File: config.mk
export PLATFORM = sky130hd
export DESIGN_NAME = can_bit_timer
export DESIGN_NICKNAME = d
export VERILOG_FILES = /design/src/rtl/can_bt_pkg.sv /design/src/rtl/can_bt_cfg_reg.sv /design/src/rtl/can_bt_prescaler.sv /design/src/rtl/can_bt_segctl.sv /design/src/rtl/can_bit_timer.sv
export SDC_FILE = /design/constraint.sdc
export NUM_CORES = 1
export LEC_CHECK = 0
export BUFFER_PORTS_ARGS = -buffer_cell sky130_fd_sc_hd__buf_4
export CORE_AREA = 5 5 96 98
export DETAILED_ROUTE_END_ITERATION = 8
export DIE_AREA = 0 0 101 103
export RECOVER_POWER = 50
export SETUP_SLACK_MARGIN = 0.05
export SYNTH_ARGS = -nofsm -noshare
export SYNTH_HDL_FRONTEND = slang
export SYNTH_SLANG_ARGS = --single-unit
export TNS_END_PERCENT = 5
File: constraint.sdc
create_clock -name clk -period 5.1 [get_ports clk]
set_clock_uncertainty 0.05 [all_clocks]
set_input_delay 0.765 -clock clk [delete_from_list [all_inputs] [get_ports clk]]
set_output_delay 0.765 -clock clk [all_outputs]
set_load 0.05 [all_outputs]
File: src/rtl/can_bt_pkg.sv
package can_bt_pkg;
  localparam int CFG_W   = 32;
  localparam int BE_W    = CFG_W / 8;
  localparam int BRP_W   = 10;
  localparam int T1C_W   = 4;
  localparam int T2C_W   = 3;
  localparam int SJC_W   = 2;
  localparam int BRP_LSB = 0;
  localparam int T1_LSB  = 16;
  localparam int T2_LSB  = 20;
  localparam int SJ_LSB  = 24;
  localparam int LEN_W   = 5;   // wide enough for 16 + 4 quanta
  localparam int SJL_W   = 3;
  localparam int T1_MIN_CODE = 3;
  localparam logic [CFG_W-1:0] CFG_MASK =
      ({{(CFG_W-BRP_W){1'b0}}, {BRP_W{1'b1}}} << BRP_LSB) |
      ({{(CFG_W-T1C_W){1'b0}}, {T1C_W{1'b1}}} << T1_LSB)  |
      ({{(CFG_W-T2C_W){1'b0}}, {T2C_W{1'b1}}} << T2_LSB)  |
      ({{(CFG_W-SJC_W){1'b0}}, {SJC_W{1'b1}}} << SJ_LSB);

  typedef enum logic [1:0] {PH_SYNC = 2'd0, PH_SEG1 = 2'd1, PH_SEG2 = 2'd2} phase_e;

  typedef struct packed {
    logic [BRP_W-1:0] brp;
    logic [LEN_W-1:0] seg1_len;
    logic [LEN_W-1:0] seg2_len;
    logic [SJL_W-1:0] sjw_len;
  } timing_t;
endpackage

File: src/rtl/can_bt_cfg_reg.sv
module can_bt_cfg_reg
  import can_bt_pkg::*;
(
  input  logic             clk,
  input  logic             rst_n,
  input  logic             wr,
  input  logic [BE_W-1:0]  be,
  input  logic [CFG_W-1:0] wdata,
  output logic [CFG_W-1:0] rdata,
  output timing_t          tcfg,
  output logic             err
);
  logic [CFG_W-1:0] q;

  for (genvar b = 0; b < BE_W; b++) begin : g_lane
    always_ff @(posedge clk or negedge rst_n) begin
      if (!rst_n) q[8*b +: 8] <= 8'h00;
      else if (wr && be[b]) q[8*b +: 8] <= wdata[8*b +: 8] & CFG_MASK[8*b +: 8];
    end
  end

  logic [T1C_W-1:0] t1c;
  logic [T2C_W-1:0] t2c;
  logic [SJC_W-1:0] sjc;

  always_comb begin
    t1c = q[T1_LSB +: T1C_W];
    t2c = q[T2_LSB +: T2C_W];
    sjc = q[SJ_LSB +: SJC_W];
    tcfg.brp      = q[BRP_LSB +: BRP_W];
    tcfg.seg1_len = LEN_W'(t1c) + LEN_W'(1);
    tcfg.seg2_len = LEN_W'(t2c) + LEN_W'(1);
    tcfg.sjw_len  = SJL_W'(sjc) + SJL_W'(1);
    err   = (t1c < T1C_W'(T1_MIN_CODE)) || (t2c == '0);
    rdata = q;
  end
endmodule

File: src/rtl/can_bt_prescaler.sv
module can_bt_prescaler
  import can_bt_pkg::*;
(
  input  logic             clk,
  input  logic             rst_n,
  input  logic             en,
  input  logic             restart,
  input  logic [BRP_W-1:0] brp,
  output logic             tick
);
  logic [BRP_W-1:0] cnt;

  assign tick = en && (cnt >= brp);

  always_ff @(posedge clk or negedge rst_n) begin
    if (!rst_n)                cnt <= '0;
    else if (!en || restart)   cnt <= '0;
    else if (cnt >= brp)       cnt <= '0;
    else                       cnt <= cnt + BRP_W'(1);
  end

  a_r3_quiet_when_stopped: assert property (@(posedge clk) disable iff (!rst_n)
    !en |=> (cnt == '0));
endmodule

File: src/rtl/can_bt_segctl.sv
module can_bt_segctl
  import can_bt_pkg::*;
(
  input  logic             clk,
  input  logic             rst_n,
  input  logic             en,
  input  logic             tick,
  input  logic             rx_edge,
  input  logic             bus_idle,
  input  logic [LEN_W-1:0] seg1_len,
  input  logic [LEN_W-1:0] seg2_len,
  input  logic [SJL_W-1:0] sjw_len,
  output logic             sample_pt,
  output logic             bit_end,
  output logic             restart
);
  phase_e           ph_q;
  logic [LEN_W-1:0] q_q;
  logic [SJL_W-1:0] ext_q, shr_q;
  logic             rsd_q;

  logic             hsync, take, take1, take2, rst2;
  logic [LEN_W-1:0] sjw5, e1, e2, ext_eff5, shr_eff5;
  logic [SJL_W-1:0] ext_new, ext_eff, shr_eff;
  logic             seg1_end, seg2_end;

  always_comb begin
    sjw5   = LEN_W'(sjw_len);
    hsync  = en && rx_edge && bus_idle;
    take   = en && rx_edge && !bus_idle && !rsd_q && (ph_q != PH_SYNC);
    take1  = take && (ph_q == PH_SEG1);
    take2  = take && (ph_q == PH_SEG2);
    e1     = q_q + LEN_W'(1);
    ext_new = (e1 < sjw5) ? e1[SJL_W-1:0] : sjw_len;
    e2     = seg2_len - q_q;
    rst2   = take2 && (e2 <= sjw5);
    ext_eff = take1 ? ext_new : ext_q;
    shr_eff = (take2 && !rst2) ? sjw_len : shr_q;
    ext_eff5 = LEN_W'(ext_eff);
    shr_eff5 = LEN_W'(shr_eff);
    seg1_end = tick && (ph_q == PH_SEG1) && (q_q + LEN_W'(1) >= seg1_len + ext_eff5);
    seg2_end = tick && (ph_q == PH_SEG2) && (q_q + LEN_W'(1) + shr_eff5 >= seg2_len);
    sample_pt = seg1_end && !hsync;
    bit_end   = (seg2_end || rst2) && !hsync;
    restart   = hsync || rst2;
  end

  always_ff @(posedge clk or negedge rst_n) begin
    if (!rst_n) begin
      ph_q <= PH_SYNC; q_q <= '0; ext_q <= '0; shr_q <= '0; rsd_q <= 1'b0;
    end else if (!en || restart) begin
      ph_q <= PH_SYNC; q_q <= '0; ext_q <= '0; shr_q <= '0; rsd_q <= 1'b0;
    end else begin
      if (take1) begin
        ext_q <= ext_new;
        rsd_q <= 1'b1;
      end
      if (take2) begin
        shr_q <= sjw_len;
        rsd_q <= 1'b1;
      end
      if (tick) begin
        unique case (ph_q)
          PH_SYNC: begin
            ph_q <= PH_SEG1;
            q_q  <= '0;
          end
          PH_SEG1: begin
            if (seg1_end) begin
              ph_q <= PH_SEG2;
              q_q  <= '0;
            end else begin
              q_q <= q_q + LEN_W'(1);
            end
          end
          PH_SEG2: begin
            if (seg2_end) begin
              ph_q  <= PH_SYNC;
              q_q   <= '0;
              ext_q <= '0;
              shr_q <= '0;
              rsd_q <= 1'b0;
            end else begin
              q_q <= q_q + LEN_W'(1);
            end
          end
          default: begin
            ph_q <= PH_SYNC;
            q_q  <= '0;
          end
        endcase
      end
    end
  end

  a_r4_bitend_then_sync: assert property (@(posedge clk) disable iff (!rst_n)
    bit_end |=> (ph_q == PH_SYNC));
  a_r4_sample_then_seg2: assert property (@(posedge clk) disable iff (!rst_n)
    (sample_pt && en) |=> ((ph_q == PH_SEG2) || (q_q == '0)));
  a_r4_strobes_exclusive: assert property (@(posedge clk) disable iff (!rst_n)
    !(sample_pt && bit_end));
  a_r6_ext_capped: assert property (@(posedge clk) disable iff (!rst_n)
    ext_q <= SJL_W'(4));
  a_r5_hard_sync_restarts: assert property (@(posedge clk) disable iff (!rst_n)
    hsync |=> ((ph_q == PH_SYNC) && (q_q == '0)));
endmodule

File: src/rtl/can_bit_timer.sv
module can_bit_timer
  import can_bt_pkg::*;
(
  input  logic        clk,
  input  logic        rst_n,
  input  logic        cfg_wr,
  input  logic [3:0]  cfg_be,
  input  logic [31:0] cfg_wdata,
  output logic [31:0] cfg_rdata,
  input  logic        rx_edge,
  input  logic        bus_idle,
  output logic        tq_tick,
  output logic        sample_pt,
  output logic        bit_end,
  output logic        cfg_err
);
  timing_t tcfg;
  logic    restart;

  can_bt_cfg_reg i_cfg (
    .clk(clk), .rst_n(rst_n), .wr(cfg_wr), .be(cfg_be), .wdata(cfg_wdata),
    .rdata(cfg_rdata), .tcfg(tcfg), .err(cfg_err)
  );

  can_bt_prescaler i_pre (
    .clk(clk), .rst_n(rst_n), .en(!cfg_err), .restart(restart),
    .brp(tcfg.brp), .tick(tq_tick)
  );

  can_bt_segctl i_seg (
    .clk(clk), .rst_n(rst_n), .en(!cfg_err), .tick(tq_tick),
    .rx_edge(rx_edge), .bus_idle(bus_idle),
    .seg1_len(tcfg.seg1_len), .seg2_len(tcfg.seg2_len), .sjw_len(tcfg.sjw_len),
    .sample_pt(sample_pt), .bit_end(bit_end), .restart(restart)
  );

  a_r3_stopped_no_strobe: assert property (@(posedge clk) disable iff (!rst_n)
    cfg_err |-> !(tq_tick || sample_pt || bit_end));
  a_r2_reserved_read_zero: assert property (@(posedge clk) disable iff (!rst_n)
    (cfg_rdata & ~CFG_MASK) == '0);
endmodule

After elaboration in Yosys (flattened, before gate mapping)

Index checks and enable logic that the tools add are counted.

Register bits: 43
Bits of input ports: 41
Logic and storage cells: 92

$add $sub $neg: 8
$lt $le $gt $ge: 6
Equality and inequality tests: 4
Multiplexer cells: 30
Reductions and logical operators: 34

Operator list:

| cell                                                                          | number |
|---|---|
| 3-bit two-way mux                                                             | 12 |
| 1-bit logical AND                                                             | 20 |
| 10-bit two-way mux                                                            | 2 |
| 5-bit two-way mux                                                             | 4 |
| 10-bit by 1-bit adder with 10-bit output (second input constant)              | 1 |
| 5-bit by 3-bit adder with 5-bit output                                        | 2 |
| 10-bit greater-or-equal comparator                                            | 1 |
| 5-bit one-hot mux with 2 select lines                                         | 1 |
| 2-bit two-way mux                                                             | 4 |
| 1-bit two-way mux                                                             | 6 |
| 3-bit by 2-bit inequality test with 1-bit output (second input constant)      | 2 |
| 2-bit one-hot mux with 3 select lines                                         | 1 |
| 4-bit by 1-bit adder with 5-bit output (second input constant)                | 1 |
| 5-bit by 1-bit adder with 5-bit output (second input constant)                | 1 |
| 5-bit by 4-bit greater-or-equal comparator with 1-bit output                  | 1 |
| 5-bit greater-or-equal comparator                                             | 1 |
| 5-bit by 3-bit less-or-equal comparator with 1-bit output                     | 1 |
| 1-bit logical NOT                                                             | 5 |
| 5-bit by 3-bit less-than comparator with 1-bit output                         | 1 |
| 4-bit by 5-bit subtractor with 5-bit output                                   | 1 |
| 3-bit by 1-bit adder with 4-bit output (second input constant)                | 1 |
| 1-bit logical OR                                                              | 4 |
| 4-bit by 2-bit less-than comparator with 1-bit output (second input constant) | 1 |
| 2-bit nonzero test                                                            | 2 |
| 6 further kinds                                                               | 6 |

Depth between registers and ports, before layout

Gate-level depths: netlist (run 1).

Word-level depth: 19
Depth in mapped cells: 22

By module

A second synthesis (run 1) with hierarchy kept.

Cell total of the unflattened synthesis: 357
Area, all modules: 3479.6 um2

Modules (own cells, without submodules):

| module           | instances | cells each | area each (um2) | sequential area each (um2) |
|---|---|---|---|---|
| can_bt_segctl    | 1         | 194        | 1674.1          | 350.3 |
| can_bt_cfg_reg   | 1         | 83         | 1014.7          | 475.5 |
| can_bt_prescaler | 1         | 79         | 787.0           | 250.2 |
| can_bit_timer    | 1         | 1          | 3.8             | 0.0 |

Least setup slack after synthesis (run 1)

No wires, ideal clock.

Path kind: reg2out
Start: reg i_cfg.q[20] (netlist: i_cfg.rdata[20])
End: out bit_end
Data arrival time: 5.501 ns
Required time: 4.285 ns
Path slack: -1.216 ns
Cell stages (with the launch flop): 21
Path buffers: 0
Path through: dfrtp_1 -> inv_1 -> ha_1 -> fa_1 -> ha_1 -> nor2b_1 -> o21a_1 -> o21ai_0 -> o21ai_4 -> and2_0 -> mux2_2 -> ha_1 -> a21o_1 -> a21oi_1 -> xor2_1 -> ha_1 -> o21ai_0 -> a21oi_1 -> nor3_2 -> o32a_2 -> a31oi_1

Longest elaborated chain between the ends: 17
Elaborated cells on any way between the ends: 24
Classes of those cells: add/sub (3); order compare (2); mux (1); reduce/logical (18)

RTL lines:

| element                                                                                              | line                 | source |
|---|---|---|
| start: declaration                                                                                   | can_bt_cfg_reg.sv:13 | `logic [CFG_W-1:0] q;` |
| start signal: indexed assignment                                                                     | can_bt_cfg_reg.sv:18 | `else if (wr && be[b]) q[8*b +: 8] <= wdata[8*b +: 8] & CFG_MASK[8*b +: 8];` |
| parallel branches: the longest is 16 deep, another holds 4-bit by 5-bit subtractor with 5-bit output | -                    |  |
| 1-bit logical AND *                                                                                  | can_bt_segctl.sv:44  | `bit_end = (seg2_end \|\| rst2) && !hsync;` |
| end: declaration                                                                                     | can_bit_timer.sv:14  | `output logic bit_end,` |

Mark *: on every way between the ends.

Worst setup path in the final report (run 1)

Same ends and word-level chain as after synthesis.

==> results.json, run 1 <==
{
  "outcome": "finished with violations",
  "violations": "max-capacitance violations, max-slew violations, negative setup slack",
  "ff_latch_area_um2": 1080,
  "cts-root-buf": "clkbuf_8",
  "drv_slew": 44,
  "yosys_most_used_dff": "dfrtp_1",
  "leakage_nw": 2.03,
  "layout.nets": 505,
  "grt_setup_unrepaired": "yes",
  "worst_pin_slew_ps": 2350,
  "clk_pin_slew_ps": 90,
  "drc": 0,
  "powerDensity_nw_per_um2": 290,
  "dp.cells": 517,
  "grt_usage": 0.150,
  "cts_max_level": 2,
  "cap_violations": 1,
  "synth-edff-count": 0,
  "period_minus_slack_ps": 5470,
  "grt_pass1_vias": 2693,
  "die-area_um2": 10400,
  "fmax_mhz": 183,
  "num_rows": 34,
  "vias": 2595,
  "drive_gt1_frac": 0.324,
  "finalHoldWorstSlack_ps": 466,
  "netlist_area_um2": 3190,
  "dr.pass1.iters": 4,
  "final_cells": 525,
  "ctsHoldBuffers": 0,
  "numCtsBuffers": 5,
  "worstPathArrival_ps": 4650,
  "required_ps": 4280,
  "finish.utilization": 0.489,
  "vias_per_cell": 4.94,
  "grt_antenna_before_repair": 0,
  "synth.area.top_cells": "dfrtp_1 (34%), ha_1 (17%), mux2_2 (7.4%)",
  "worstPathMaxFanout": 5,
  "ys_types": 47,
  "grt_first_pass_wirelength_um": 12500,
  "synth_common_cells": "inv_1 (48), ha_1 (44), dfrtp_1 (43), nor2_1 (24), mux2_2 (21)",
  "ys_async_sr_fraction": 1.00,
  "setup_violations": 1,
  "insertedDiodeCount": 0,
  "yosys.area.top_type": "dfrtp_1",
  "drtIter0Drc": 55,
  "routed_wl_um": 7440,
  "clock_latency_ps": 300,
  "start_util": 0.381,
  "hpwl_um": 6090,
  "syn_inst": 332,
  "startpoint_type": "flop",
  "hold_class": "flop to flop",
  "ys_warn_count": 0,
  "multi_input_area_um2": 1990,
  "clock_path_buffers": 2,
  "end_kind": "output port",
  "avgSynthCellArea_um2": 9.61,
  "placement.io_buffers": 50,
  "yosysMostFrequentCell": "inv_1",
  "finalCritPeriodShare": 1.07,
  "slew-limit-headroom": -0.568,
  "synth_top_area_share": 0.337,
  "fill_cells": 795,
  "place.gp.congestion": 0.930,
  "synth_seq_cells": 43,
  "final_hold_viol_count": 0,
  "die_w_um": 101,
  "cts_tree": "yes",
  "coreArea_um2": 8380,
  "total_power_mw": 1.19,
  "setup_slack_ps": -367,
  "syn2layout_area_growth_pct": 28.5,
  "wl_per_cell_um": 14.2,
  "ys_seq_area_frac": 0.337,
  "grt_max_degree": 44,
  "ios": 77,
  "place_ws_ps": -230,
  "irDropWorstVdd_mv": 0.163,
  "crit_type": "flop to output port",
  "ant_nets": 0,
  "cts.sinks": 43,
  "grt.overflow.total": 0,
  "die_height_um": 103
}
==> power by group <==
group / switching (mW) / internal, mW / leakage [nW]
registers: 0.0343 / 0.372 / 0.554
logic: 0.302 / 0.216 / 1.42
clock network: 0.120 / 0.144 / 0.0513
total: 0.456 / 0.732 / 2.03
==> placed cells by master (no fill, tap or decap), types with 5 or more instances in the layout <==
master,n
inv_1,46
mux2_2,20
nand3_1,11
a21oi_1,14
o21ai_0,10
clkbuf_8,5
xor2_1,9
xnor2_1,7
conb_1,13
ha_1,38
nand2_1,18
a211oi_1,6
dfrtp_1,41
nor2_1,23
buf_4,77
==> flip-flops by register name, indices dropped and copies added, names as in the netlist <==
| signal | flops |
|---|---|
| i_cfg.rdata | 19 |
| i_seg.rsd_q | 1 |
| i_seg.ext_q | 3 |
| i_pre.cnt | 10 |
| i_seg.shr_q | 3 |
| i_seg.ph_q | 2 |
| i_seg.q_q | 5 |
==> layer usage <==
layer | GRT usage | vias to the layer above | share of wire
met5 | 0 | - | 0
met2 | 0.267 | 56 | 0.50
met4 | 0.0491 | 0 | 0.021
met1 | 0.182 | 1237 | 0.42
li1 | - | 1289 | -
met3 | 0.0325 | 13 | 0.054
==> final cells by class <==
type / instances / area share
multi-input cells: 238 / 0.486
clock inverters: 1 / 0.00733
well taps: 108 / 0.0330
clock buffers: 6 / 0.0177
flip-flops and latches: 43 / 0.263
repair buffers: 81 / 0.148
inverters: 48 / 0.0440
==> cell families (layout without fill, tap and decap cells) <==
kind of cell,after synthesis,count (layout),synth area share
buf+inv,63,136,0.0953
mux,24,24,0.0836
other cells,1,13,0.00118
flops,43,43,0.337
xor+xnor,17,17,0.0467
compound gates,63,63,0.133
fa+ha+maj,47,47,0.191
simple gates,74,74,0.111
==> what timing repair did <==
action                     in CTS  in global routing
pin swaps                      10                  1
cloned                          0                  0
buffers inserted                1                  0
setup endpoints to repair       2                  2
resized for setup               6                  7
hold endpoints to repair        0                  0
==> through the flow <==
stage / setup TNS, ps / cell area [um2]
after global routing: -692 / 4100
final: -367 / 4100
after floorplan: -248 / 3310
after detailed placement: -230 / 3920
after CTS: -405 / 4070
after global placement: -208 / 3920
==> worst paths after layout <==
kind	from	endpoint	slack, ps	cells past startpoint
worst max-delay path	i_cfg.rdata[20]	bit_end	-370	21
worst min-delay path	i_pre.cnt[0]	i_pre.cnt[0]	470	1
worst max register to register	i_cfg.rdata[20]	i_seg.q_q[0]	390	20
worst min register to register	i_pre.cnt[0]	i_pre.cnt[0]	470	1
max in group asynchronous	rst_n	i_cfg.rdata[21]	2380	1
min in group asynchronous	rst_n	i_cfg.rdata[8]	1130	1
==> worst max-delay path, stage by stage (launching register included) <==
cell and delay [ps]:
dfrtp_2 440, inv_2 80, ha_4 200, fa_2 560, ha_4 200, nor2b_4 120, o21a_1 170, o21ai_2 150
o21ai_4 80, and2_4 160, mux2_4 330, ha_4 260, a21o_1 130, a21oi_2 60, xor2_1 160, ha_1 290
o21ai_2 60, a21oi_2 150, nor3_2 70, o32a_2 360, a31oi_4 150, buf_6 170
Note: power is estimated with default switching activity, not from simulation.
==> inputs of run 2 (changes only) <==
--- a/config.mk
+++ b/config.mk
@@ -6,7 +6,9 @@
 export NUM_CORES = 1
 export LEC_CHECK = 0
 export BUFFER_PORTS_ARGS = -buffer_cell sky130_fd_sc_hd__buf_4
+export CAP_MARGIN = 20
 export CORE_AREA = 5 5 96 98
+export CTS_BUF_LIST = sky130_fd_sc_hd__clkbuf_4
 export DETAILED_ROUTE_END_ITERATION = 8
 export DIE_AREA = 0 0 101 103
 export RECOVER_POWER = 50
==> run 2 against run 1 <==
Net effect:
- the flow still finishes with violations (max-capacitance violations, max-slew violations, negative setup slack)
- maximum frequency down 1.3%
- hold slack improved by 9.2 ps
- cell count unchanged
- core utilization is 0.15 points lower
- wire length shrank 0.64%
- critical path type unchanged
- highest routed layer unchanged
==> results.json, run 2 (same netlist as run 1, synthesis figures left out) <==
{
  "outcome": "finished with violations",
  "violations": "max-capacitance violations, max-slew violations, negative setup slack",
  "setup_slack_ps": -439,
  "ios": 77,
  "final_cells": 525,
  "placement.io_buffers": 50,
  "ctsHoldBuffers": 0,
  "clk_pin_slew_ps": 130,
  "place_ws_ps": -230,
  "cts-root-buf": "clkbuf_4",
  "cp_slowest_stage_delay_ps": 560,
  "crit_cells": 21,
  "worstPathArrival_ps": 4720,
  "final_hold_viol_count": 0,
  "clock_path_buffers": 2,
  "worst_pin_slew_ps": 2350,
  "crit_type": "flop to output port",
  "irDropWorstVdd_mv": 0.166,
  "reg2reg_from": "i_cfg.rdata[20]",
  "fmax_mhz": 181,
  "num_rows": 34,
  "drive_gt1_frac": 0.329,
  "grt_first_pass_wirelength_um": 12500,
  "place.gp.congestion": 0.930,
  "crit_top_cell": "ha_4",
  "worstSetupStartpoint": "i_cfg.rdata[20]",
  "leakage_nw": 2.02,
  "die_w_um": 101,
  "numCtsBuffers": 5,
  "worstPathCellList": "inv_2 -> ha_4 -> fa_2 -> ha_4 -> nor2b_4 -> o21a_1 -> o21ai_2 -> o21ai_4 -> and2_4 -> mux2_4 -> ha_4 -> a21o_1 -> a21oi_2 -> xor2_1 -> ha_1 -> o21ai_2 -> a21oi_2 -> nor3_2 -> o32a_2 -> a31oi_4 -> buf_6",
  "die-area_um2": 10400,
  "vias": 2589,
  "vias_per_cell": 4.93,
  "startpoint_type": "flop",
  "finalCritPeriodShare": 1.09,
  "rr_worst_depth": 20,
  "clock_latency_ps": 350,
  "r2r-end": "i_seg.q_q[0]",
  "end_kind": "output port",
  "drv_slew": 44,
  "coreArea_um2": 8380,
  "wl_per_cell_um": 14.1,
  "grt_antenna_before_repair": 0,
  "cts_max_level": 2,
  "fin_area_um2": 4090,
  "dr.pass1.iters": 4,
  "crit_buf_inv": 2,
  "syn2layout_area_growth_pct": 28.1,
  "dpl-instance-area_um2": 3920,
  "fill_cells": 797,
  "critical-path-top-delay-family": "adder cells",
  "slew-limit-headroom": -0.566,
  "hp-start": "i_pre.cnt[0]",
  "slowest_stage": "fa_2",
  "finalSetupTns_ps": -439,
  "hpwl_um": 6090,
  "drc": 0,
  "period_minus_slack_ps": 5540,
  "grt_pass1_vias": 2688,
  "insertedDiodeCount": 0,
  "grt_max_degree": 44,
  "finish.utilization": 0.487,
  "ant_nets": 0,
  "ff2ff_setup_slack_ps": 370,
  "cap_violations": 1,
  "layout.nets": 505,
  "routed_wl_um": 7400,
  "drtIter0Drc": 58,
  "grt_setup_unrepaired": "yes",
  "crit_path_end": "bit_end",
  "grt_usage": 0.150,
  "cts_tree": "yes",
  "setup_violations": 1,
  "die_height_um": 103,
  "powerDensity_nw_per_um2": 281,
  "cts.sinks": 43,
  "layout_common_cells": "buf_4 (77), inv_1 (46), dfrtp_1 (41)",
  "hold_class": "flop to flop",
  "worstPathMaxFanout": 5,
  "largest_register_ffs": 19,
  "grt.overflow.total": 0,
  "final_common_cell": "buf_4",
  "dp.cells": 517,
  "start_util": 0.381,
  "required_ps": 4280
}
[run 2: cell types whose count changed in the layout (fill, tap and decap cells not counted), moves of 2 or more]
cell	change
o21ai_0	-2
o21ai_1	+2
clkbuf_8	-5
clkbuf_4	+6
[run 2: worst min path at each step]
stage	cells past startpoint	slack, ps	end
after floorplan	1	410	i_pre.cnt[0]
after global placement	1	450	i_pre.cnt[0]
after detailed placement	1	460	i_pre.cnt[0]
after CTS	1	340	i_cfg.rdata[8]
after global routing	1	510	i_pre.cnt[0]
final	1	470	i_pre.cnt[0]
[run 2: layout make-up]
class	count	area, um2	share of cell area
Clock buffer	6	45.0	0.0110
Sequential cell	43	1080	0.264
Inverter	48	180	0.0441
Multi-Input combinational cell	238	2010	0.492
Timing Repair Buffer	81	608	0.149
Clock inverter	1	30.0	0.00735
Tap cell	108	135	0.0331
[run 2: stage by stage]
step / power, mW / hold WS (ps)
finish: 1.15 / 475
global route: 1.23 / 505
CTS: 1.15 / 344
detailed placement: 0.915 / 457
global placement: 0.903 / 453
floorplan: 0.745 / 410
[run 2: worst register-to-register path: stages, from the launching register on]
cell	delay (ps)
dfrtp_2	460
inv_2	80
ha_4	200
fa_2	560
ha_4	200
nor2b_4	120
o21a_1	170
o21ai_2	150
o21ai_4	80
and2_4	160
mux2_4	330
fa_2	400
xor2_1	170
ha_1	310
o21ai_2	150
a21oi_2	60
nor3_2	200
buf_4	140
a221oi_1	90
or3_4	420
mux2i_1	160
[run 2: metal layers]
metal	track usage	vias to the layer above	routed length [um]
li1	-	1286	-
met5	0	-	0
met4	0.0419	0	124
met3	0.0291	13	331
met1	0.185	1240	3190
met2	0.267	50	3750
[run 2: timing repair]
item,4_1_cts,5_1_grt
setup endpoints to repair,2,2
gates resized for setup,11,6
setup buffers,1,0
pin swaps,11,1
[run 2: where the power goes]
group          switching [mW]  leakage, nW  total, mW  internal (mW)
combinational           0.303         1.42      0.522          0.219
clock                   0.113       0.0417      0.219          0.106
sequential             0.0343        0.554      0.407          0.372
